[config.mk]
export PLATFORM = sky130hd
export DESIGN_NAME = busclear_ctrl
export DESIGN_NICKNAME = d
export VERILOG_FILES = /design/src/rtl/busclear_pkg.sv /design/src/rtl/bc_sync2.sv /design/src/rtl/bc_lockout.sv /design/src/rtl/bc_recover.sv /design/src/rtl/busclear_ctrl.sv
export SDC_FILE = /design/constraint.sdc
export NUM_CORES = 1
export LEC_CHECK = 0
export BUFFER_PORTS_ARGS = -buffer_cell sky130_fd_sc_hd__buf_2
export CORE_MARGIN = 2
export CORE_UTILIZATION = 55
export CTS_CLUSTER_SIZE = 40
export DETAILED_ROUTE_END_ITERATION = 12
export PLACE_DENSITY = 0.76
export SLEW_MARGIN = 10
export SYNTH_ARGS = -nofsm -noshare
export SYNTH_HDL_FRONTEND = slang
export SYNTH_SLANG_ARGS = --single-unit
[constraint.sdc]
create_clock -name clk -period 2.2 [get_ports clk]
set_clock_uncertainty 0.05 [all_clocks]
set_input_delay 0.11 -clock clk [delete_from_list [all_inputs] [get_ports clk]]
set_output_delay 0.11 -clock clk [all_outputs]
set_load 0.05 [all_outputs]
[src/rtl/busclear_pkg.sv]
// Shared types for the stuck-bus recovery controller.
package busclear_pkg;
    typedef enum logic [2:0] {
        ST_RUN,   // normal linking and monitoring
        ST_HOLD,  // fault flagged, strap low, links kept
        ST_WAIT,  // links dropped, quiet wait before pulses
        ST_LOW,   // SCL pulled for a half period
        ST_HIGH,  // SCL released for a half period
        ST_STP1,  // SCL and SDA pulled
        ST_STP2,  // SCL released, SDA still pulled
        ST_DONE   // stop issued, waiting for clear
    } rec_state_t;
endpackage

[src/rtl/bc_sync2.sv]
// Two-flop synchronizer for asynchronous level inputs.
// Assumes the inputs are slow relative to clk; adds two cycles of latency.
module bc_sync2 #(
    parameter int W = 2
) (
    input  logic         clk,
    input  logic         rst_n,
    input  logic [W-1:0] d,
    output logic [W-1:0] q
);
    logic [W-1:0] meta;

    // Two register stages toward the clk domain.
    always_ff @(posedge clk) begin
        if (!rst_n) begin
            meta <= '0;
            q    <= '0;
        end else begin
            meta <= d;
            q    <= meta;
        end
    end
endmodule

[src/rtl/bc_lockout.sv]
// Lockout timer: holds 'locked' while power-good is low and for LOCK_CYC
// cycles after it rises, and restarts the same interval on any edge of the
// secondary-supply flag. Assumes both flags are already clean levels.
module bc_lockout #(
    parameter int LOCK_CYC = 27500
) (
    input  logic clk,
    input  logic rst_n,
    input  logic pwr_good,
    input  logic vsec_hi,
    output logic locked
);
    localparam int CW = $clog2(LOCK_CYC + 1);
    localparam logic [CW-1:0] LOAD = CW'(LOCK_CYC);

    logic [CW-1:0] cnt;
    logic          vsec_q;

    // Reload on supply loss or supply-flag edge, otherwise count down.
    always_ff @(posedge clk) begin
        if (!rst_n) begin
            cnt    <= LOAD;
            vsec_q <= 1'b0;
        end else begin
            vsec_q <= vsec_hi;
            if (!pwr_good || (vsec_hi != vsec_q)) begin
                cnt <= LOAD;
            end else if (cnt != '0) begin
                cnt <= cnt - 1'b1;
            end
        end
    end

    assign locked = (cnt != '0);

    a_r1_lock_while_down : assert property (@(posedge clk) disable iff (!rst_n)
        !pwr_good |=> locked);

    a_r2_lock_on_supply_edge : assert property (@(posedge clk) disable iff (!rst_n)
        !$stable(vsec_hi) |=> locked);
endmodule

[src/rtl/bc_recover.sv]
// Stuck-bus monitor and recovery sequencer. Joins channels to their enables
// while running, times the absence of a joint SCL/SDA high sample, raises the
// fault, and (strap high) clocks the bus with open-drain pulldowns then issues
// a stop. Assumes scl_s/sda_s are synchronized and HALF_CYC >= 3 so a released
// line is seen through the synchronizer before a half period ends.
module bc_recover
    import busclear_pkg::*;
#(
    parameter int NCH       = 2,
    parameter int STUCK_CYC = 11250000,
    parameter int WAIT_CYC  = 10000,
    parameter int HALF_CYC  = 22727,
    parameter int NPULSE    = 16
) (
    input  logic           clk,
    input  logic           rst_n,
    input  logic           locked,
    input  logic [NCH-1:0] chan_en,
    input  logic           discon_en,
    input  logic           scl_s,
    input  logic           sda_s,
    output logic [NCH-1:0] chan_conn,
    output logic           fault,
    output logic           scl_pd,
    output logic           sda_pd
);
    localparam int SW   = $clog2(STUCK_CYC + 1);
    localparam int PMAX = (WAIT_CYC > HALF_CYC) ? WAIT_CYC : HALF_CYC;
    localparam int PW   = $clog2(PMAX + 1);
    localparam int NW   = $clog2(NPULSE + 1);
    localparam logic [SW-1:0] STUCK_LAST = SW'(STUCK_CYC - 1);
    localparam logic [PW-1:0] WAIT_LAST  = PW'(WAIT_CYC - 1);
    localparam logic [PW-1:0] HALF_LAST  = PW'(HALF_CYC - 1);
    localparam logic [NW-1:0] NP_LAST    = NW'(NPULSE - 1);

    rec_state_t    state;
    logic [SW-1:0] stuck_cnt;
    logic [PW-1:0] ph_cnt;
    logic [NW-1:0] np_cnt;
    logic          rec_seen;
    logic          both_hi;
    logic          link_on;
    logic          any_conn;
    logic          stuck_hit;

    assign both_hi   = scl_s & sda_s;
    assign link_on   = !locked && (state == ST_RUN || state == ST_HOLD);
    assign any_conn  = |chan_conn;
    assign stuck_hit = (state == ST_RUN) && any_conn && !both_hi && (stuck_cnt == STUCK_LAST);

    // One connect gate per channel.
    for (genvar c = 0; c < NCH; c++) begin : g_link
        assign chan_conn[c] = link_on & chan_en[c];
    end

    // Stuck timer: counts samples without a joint high while a link is up.
    always_ff @(posedge clk) begin
        if (!rst_n) begin
            stuck_cnt <= '0;
        end else if (locked || state != ST_RUN || !any_conn || both_hi) begin
            stuck_cnt <= '0;
        end else if (!stuck_hit) begin
            stuck_cnt <= stuck_cnt + 1'b1;
        end
    end

    // Fault and recovery sequencer.
    always_ff @(posedge clk) begin
        if (!rst_n || locked) begin
            state    <= ST_RUN;
            fault    <= 1'b0;
            scl_pd   <= 1'b0;
            sda_pd   <= 1'b0;
            ph_cnt   <= '0;
            np_cnt   <= '0;
            rec_seen <= 1'b0;
        end else begin
            case (state)
                ST_RUN: begin
                    if (stuck_hit) begin
                        fault    <= 1'b1;
                        rec_seen <= 1'b0;
                        if (discon_en) begin
                            state  <= ST_WAIT;
                            ph_cnt <= WAIT_LAST;
                        end else begin
                            state <= ST_HOLD;
                        end
                    end
                end
                ST_WAIT: begin
                    if (ph_cnt == '0) begin
                        state  <= ST_LOW;
                        scl_pd <= 1'b1;
                        ph_cnt <= HALF_LAST;
                        np_cnt <= '0;
                    end else begin
                        ph_cnt <= ph_cnt - 1'b1;
                    end
                end
                ST_LOW: begin
                    if (ph_cnt == '0) begin
                        state  <= ST_HIGH;
                        scl_pd <= 1'b0;
                        ph_cnt <= HALF_LAST;
                    end else begin
                        ph_cnt <= ph_cnt - 1'b1;
                    end
                end
                ST_HIGH: begin
                    if (ph_cnt == '0) begin
                        scl_pd <= 1'b1;
                        ph_cnt <= HALF_LAST;
                        if (both_hi || np_cnt == NP_LAST) begin
                            state  <= ST_STP1;
                            sda_pd <= 1'b1;
                        end else begin
                            state  <= ST_LOW;
                            np_cnt <= np_cnt + 1'b1;
                        end
                    end else begin
                        ph_cnt <= ph_cnt - 1'b1;
                    end
                end
                ST_STP1: begin
                    if (ph_cnt == '0) begin
                        state  <= ST_STP2;
                        scl_pd <= 1'b0;
                        ph_cnt <= HALF_LAST;
                    end else begin
                        ph_cnt <= ph_cnt - 1'b1;
                    end
                end
                ST_STP2: begin
                    if (ph_cnt == '0) begin
                        state  <= ST_DONE;
                        sda_pd <= 1'b0;
                    end else begin
                        ph_cnt <= ph_cnt - 1'b1;
                    end
                end
                default: begin  // ST_HOLD, ST_DONE: wait for bus high then enables low
                    if (both_hi) rec_seen <= 1'b1;
                    if (rec_seen && chan_en == '0) begin
                        fault <= 1'b0;
                        state <= ST_RUN;
                    end
                end
            endcase
        end
    end

    a_r1_fault_low_locked : assert property (@(posedge clk) disable iff (!rst_n)
        locked |=> !fault);

    a_r5_drop_links : assert property (@(posedge clk) disable iff (!rst_n)
        (stuck_hit && discon_en && !locked) |=> (chan_conn == '0 && fault));

    a_r8_flag_only : assert property (@(posedge clk) disable iff (!rst_n)
        (stuck_hit && !discon_en && !locked) |=> (fault && !scl_pd && !sda_pd));

    a_r6_pulse_bound : assert property (@(posedge clk) disable iff (!rst_n)
        np_cnt <= NP_LAST);

    a_r6_stop_order : assert property (@(posedge clk) disable iff (!rst_n)
        $fell(sda_pd) |-> !scl_pd);

    a_r11_quiet_link : assert property (@(posedge clk) disable iff (!rst_n)
        (link_on || $past(locked)) |-> (!scl_pd && !sda_pd));

    a_r9_clear_rule : assert property (@(posedge clk) disable iff (!rst_n)
        $fell(fault) |-> ($past(chan_en) == '0 || $past(locked)));
endmodule

[src/rtl/busclear_ctrl.sv]
// Top of the stuck-bus recovery controller: synchronizes the bus levels,
// runs the supply lockout and the monitor/recovery sequencer.
// Assumes pwr_good, vsec_hi, chan_en and discon_en are synchronous to clk.
module busclear_ctrl #(
    parameter int NCH       = 2,
    parameter int LOCK_CYC  = 27500,
    parameter int STUCK_CYC = 11250000,
    parameter int WAIT_CYC  = 10000,
    parameter int HALF_CYC  = 22727,
    parameter int NPULSE    = 16
) (
    input  logic           clk,
    input  logic           rst_n,
    input  logic           pwr_good,
    input  logic           vsec_hi,
    input  logic [NCH-1:0] chan_en,
    input  logic           discon_en,
    input  logic           scl_in,
    input  logic           sda_in,
    output logic [NCH-1:0] chan_conn,
    output logic           fault,
    output logic           scl_pd,
    output logic           sda_pd
);
    logic [1:0] bus_s;
    logic       locked;

    bc_sync2 #(.W(2)) u_sync (
        .clk   (clk),
        .rst_n (rst_n),
        .d     ({scl_in, sda_in}),
        .q     (bus_s)
    );

    bc_lockout #(.LOCK_CYC(LOCK_CYC)) u_lock (
        .clk      (clk),
        .rst_n    (rst_n),
        .pwr_good (pwr_good),
        .vsec_hi  (vsec_hi),
        .locked   (locked)
    );

    bc_recover #(
        .NCH       (NCH),
        .STUCK_CYC (STUCK_CYC),
        .WAIT_CYC  (WAIT_CYC),
        .HALF_CYC  (HALF_CYC),
        .NPULSE    (NPULSE)
    ) u_rec (
        .clk       (clk),
        .rst_n     (rst_n),
        .locked    (locked),
        .chan_en   (chan_en),
        .discon_en (discon_en),
        .scl_s     (bus_s[1]),
        .sda_s     (bus_s[0]),
        .chan_conn (chan_conn),
        .fault     (fault),
        .scl_pd    (scl_pd),
        .sda_pd    (sda_pd)
    );
endmodule

==> results.sh <==
export IMPL_status="finished, final reports clean"
export IMPL_start_kind="register"
export IMPL_cellLeakagePower_nw=1.65
export IMPL_dp_hpwl_mm=5.56
export IMPL_finalSetupViolations=0
export IMPL_drt_antenna_violating_nets=0
export IMPL_synth_xor_xnor_area_share_pct=8.53
export IMPL_core_rowCount=29
export IMPL_drive_above_1_share_pct=22.9
export IMPL_clock_tree_from_tritoncts="done"
export IMPL_final_setup_worst_slack_ps=63.8
export IMPL_worstPathMaxFanout=5
export IMPL_clk_insertion_delay_late_ps=340
export IMPL_path_type_of_the_worst_setup_path="register to register"
export IMPL_worst_ir_drop_vdd_mv=0.497
export IMPL_finalNetCount=506
export IMPL_synth_top_family_by_area="simple AND/OR/NAND/NOR gates"
export IMPL_grt_start_max_net_pins=25
export IMPL_synth_lib_cells_used_distinct=55
export IMPL_cap_violations=0
export IMPL_yosys_mux_area_fraction_pct=0.557
export IMPL_register_area_um2=1420
export IMPL_grt_pass1_wl_mm=13.5
export IMPL_max_slew_margin_rel_pct=68.9
export IMPL_ctsRootBufferMaster="sky130_fd_sc_hd__clkbuf_8"
export IMPL_postSynth_asyncResetShare_pct=0
export IMPL_period_utilization_pct=97.1
export IMPL_least_margin_pin_slew_ps=460
export IMPL_placed_cell_area_um2=4060
export IMPL_hold_start="rst_n"
export IMPL_rr_startpoint="u_rec.stuck_cnt[22]"
export IMPL_achievable_frequency_ghz=0.468
export IMPL_worstPathCellList="or4b_4 -> nor3_4 -> nor4b_4 -> buf_4 -> buf_4 -> o21a_4 -> o21ai_1 -> a32o_1"
export IMPL_global_route_usage_met2_pct=36.9
export IMPL_first_global_vias=3018
export IMPL_hold_path_class="primary input to register"
export IMPL_avgViaCountPerCell=5.86
export IMPL_cpPeakStageDelay_ps=550
export IMPL_multiInputGateArea_um2=2210
export IMPL_totalWireLength_mm=8.25
export IMPL_grt_busiest_layer="met2"
export IMPL_drt_pass1_iter_count=5
export IMPL_clock_tree_buffer_depth=2
export IMPL_syn_area_per_cell_um2=8.44
export IMPL_grt_antenna_before_repair=0
export IMPL_coreArea_um2=6350
export IMPL_synthSimpleGateAreaFrac_pct=32.7
export IMPL_syn2layout_area_growth_pct=23.1
export IMPL_design_die_area_um2=7200
export IMPL_gr_total_overflow=0
export IMPL_report_final_hold_viol_count=0
export IMPL_power_mw=2.34
export IMPL_grt_util_met1_pct=30.7
export IMPL_globalplace_congestion=0.950
export IMPL_power_density_of_the_placed_cells_nw_per_um2=530
export IMPL_cp_data_required_time_ps=2390
export IMPL_final_min_clock_period_ps=2140
export IMPL_detailedPlace_worstSlack_ps=-49.8
export IMPL_chipHeight_um=84.8
export IMPL_synth_seq_area_share_pct=39.5
export IMPL_routed_via_count=3347
export IMPL_clkSinkCount=71
export IMPL_drtIter0Drc=183
export IMPL_final_design_area_no_fill_um2=4420
export IMPL_cp_startpoint="u_rec.stuck_cnt[22]"
export IMPL_num_fill_cells=490
export IMPL_initial_utilization_pct=56.6
export IMPL_final_routed_wire_length_divided_by_cell_count_um=14.4
export IMPL_mapped_nets=442
export IMPL_antennaDiodeCount=0
export IMPL_use_met3_pct=3.89
export IMPL_clk_transition_reported_paths_ps=70
export IMPL_gate_count_after_technology_mapping=426
export IMPL_synth_area_um2=3590
export IMPL_yosys_warnings=0
export IMPL_detail_route_drc_violations=0
export IMPL_port_buf_inserts=13
export IMPL_report_final_slew_viol_count=0
export IMPL_postSynthRegisterBits=71
export IMPL_cts_htree_levels=3
export IMPL_globalRouteTotalUtil_pct=22.9
export IMPL_cp_end_kind="register"
export IMPL_number_of_enable_flip_flop_cells_after_synthesis=0
export IMPL_worst_path_most_repeated_cell="sky130_fd_sc_hd__buf_4"
export IMPL_synth_compound_gate_area_share_pct=13.3
export IMPL_critPathArrivalTime_ps=2330
export IMPL_yosys_area_share_adder_pct=2.44
export IMPL_io_pins=14
export IMPL_yosys_most_used_dff="sky130_fd_sc_hd__dfxtp_1"
export IMPL_cts_buffers=9
export IMPL_chip_width_um=84.8
export IMPL_critPathSlowestCell="sky130_fd_sc_hd__or4b_4"
-- cell usage after synthesis, types with 3 or more instances --
cell / number / share of area, %
sky130_fd_sc_hd__dfxtp_1: 71 / 40
sky130_fd_sc_hd__nor2_1: 56 / 5.8
sky130_fd_sc_hd__nand2_1: 39 / 4.1
sky130_fd_sc_hd__a21oi_1: 25 / 3.5
sky130_fd_sc_hd__xor2_1: 25 / 6.1
sky130_fd_sc_hd__nand3_1: 17 / 2.4
sky130_fd_sc_hd__nor3_1: 16 / 2.2
sky130_fd_sc_hd__nand4_1: 15 / 2.6
sky130_fd_sc_hd__o21ai_0: 13 / 1.8
sky130_fd_sc_hd__clkbuf_1: 11 / 1.1
sky130_fd_sc_hd__and2_1: 10 / 1.7
sky130_fd_sc_hd__inv_1: 10 / 1.0
sky130_fd_sc_hd__xnor2_1: 10 / 2.4
sky130_fd_sc_hd__and3_1: 8 / 1.4
sky130_fd_sc_hd__or3_1: 8 / 1.4
sky130_fd_sc_hd__ha_1: 7 / 2.4
sky130_fd_sc_hd__nor4_1: 7 / 1.2
sky130_fd_sc_hd__and4_1: 6 / 1.5
sky130_fd_sc_hd__nor2b_1: 5 / 0.87
sky130_fd_sc_hd__a211oi_1: 4 / 0.84
sky130_fd_sc_hd__a31oi_1: 4 / 0.70
sky130_fd_sc_hd__a32o_1: 4 / 1.1
sky130_fd_sc_hd__nand3b_1: 4 / 0.84
sky130_fd_sc_hd__o21ai_1: 4 / 0.56
sky130_fd_sc_hd__or4_1: 4 / 0.84
sky130_fd_sc_hd__nor4b_1: 3 / 0.73
sky130_fd_sc_hd__o221a_2: 3 / 0.94
sky130_fd_sc_hd__o22ai_1: 3 / 0.52
-- metrics by stage --
| step | setup TNS [ps] | util [%] | cells | hold slack (ps) |
|---|---|---|---|---|
| floorplan | 0 | - | 426 | 187 |
| global placement | 0 | 63.9 | 546 | 266 |
| detailed placement | -84.9 | 63.9 | 546 | 276 |
| CTS | 0 | 67.4 | 565 | 40.9 |
| global route | -59.7 | 69.7 | 571 | 48.9 |
| finish | 0 | 69.7 | 571 | 49.2 |
-- cell type report --
class                   count  share of cell area, %
repair buffers             67                   10.9
multi-input cells         331                   49.9
inverters                  10                  0.848
clock inverters             4                   1.07
well taps                  77                   2.18
flip-flops and latches     71                   32.2
clock buffers              11                   2.97
-- worst max-delay path, delay by kind of cell (launching register included) --
family	cells	cell delay [ps]
DFF	1	320
and+or+nand+nor	3	890
buffers and inverters	2	300
AOI/OAI and AO/OA	3	480
-- state kept, by name, indices dropped and copies added, names as in the netlist, 2 cells and up --
| name | cells |
|---|---|
| u_sync.meta | 2 |
| u_rec.stuck_cnt | 24 |
| u_rec.ph_cnt | 15 |
| u_lock.cnt | 15 |
| u_rec.state | 3 |
| u_rec.np_cnt | 5 |
| u_sync.q | 2 |
-- logic make-up (layout without fill, tap and decap cells) --
kind of cell | Yosys count | in the layout
multiplexers | 2 | 2
AND/OR/NAND/NOR | 213 | 213
AO/OA/AOI/OAI | 73 | 74
XOR/XNOR | 35 | 35
adder cells (fa/ha/maj) | 7 | 7
flip-flops | 71 | 71
buffers and inverters | 25 | 92
-- report_power, final --
part | total [mW] | switching, mW | internal (mW)
logic | 0.0631 | 0.0307 | 0.0325
clock network | 0.983 | 0.468 | 0.514
registers | 1.30 | 0.00503 | 1.29
-- metal layers --
metal  share of wire [%]  up-vias  routed length (um)
li1                    -     1668                   -
met1                  47     1564                3870
met2                  47      101                3890
met3                 4.3       14                 351
met4                 1.6        0                 133
met5                   0        -                   0
-- final timing paths --
kind	endpoint	slack (ps)	cells after the start
worst max-delay path	u_rec.ph_cnt[5]	60	8
worst min-delay path	u_sync.q[1]	50	2
worst max register to register	u_rec.ph_cnt[5]	60	8
worst min register to register	u_sync.q[1]	390	1
-- placed cells by master (no fill, tap or decap), drive strengths merged, types with 10 or more instances in the layout --
cell type	count
nand3	17
xor2	25
o21ai	18
nand2	39
dfxtp	71
a21oi	25
xnor2	10
nor3	17
clkbuf	13
nor2	56
inv	10
and2	10
buf	62
nand4	16
-- repair_timing --
action / in CTS / in global routing
endpoints found under the setup margin: 7 / 20
endpoints found under the hold margin: 3 / 0
cloned: 0 / 1
buffers inserted: 1 / 5
hold buffers: 3 / 0
pin swaps: 1 / 8
resized for setup: 2 / 21
No activity file was read; power rests on OpenSTA's default activity.
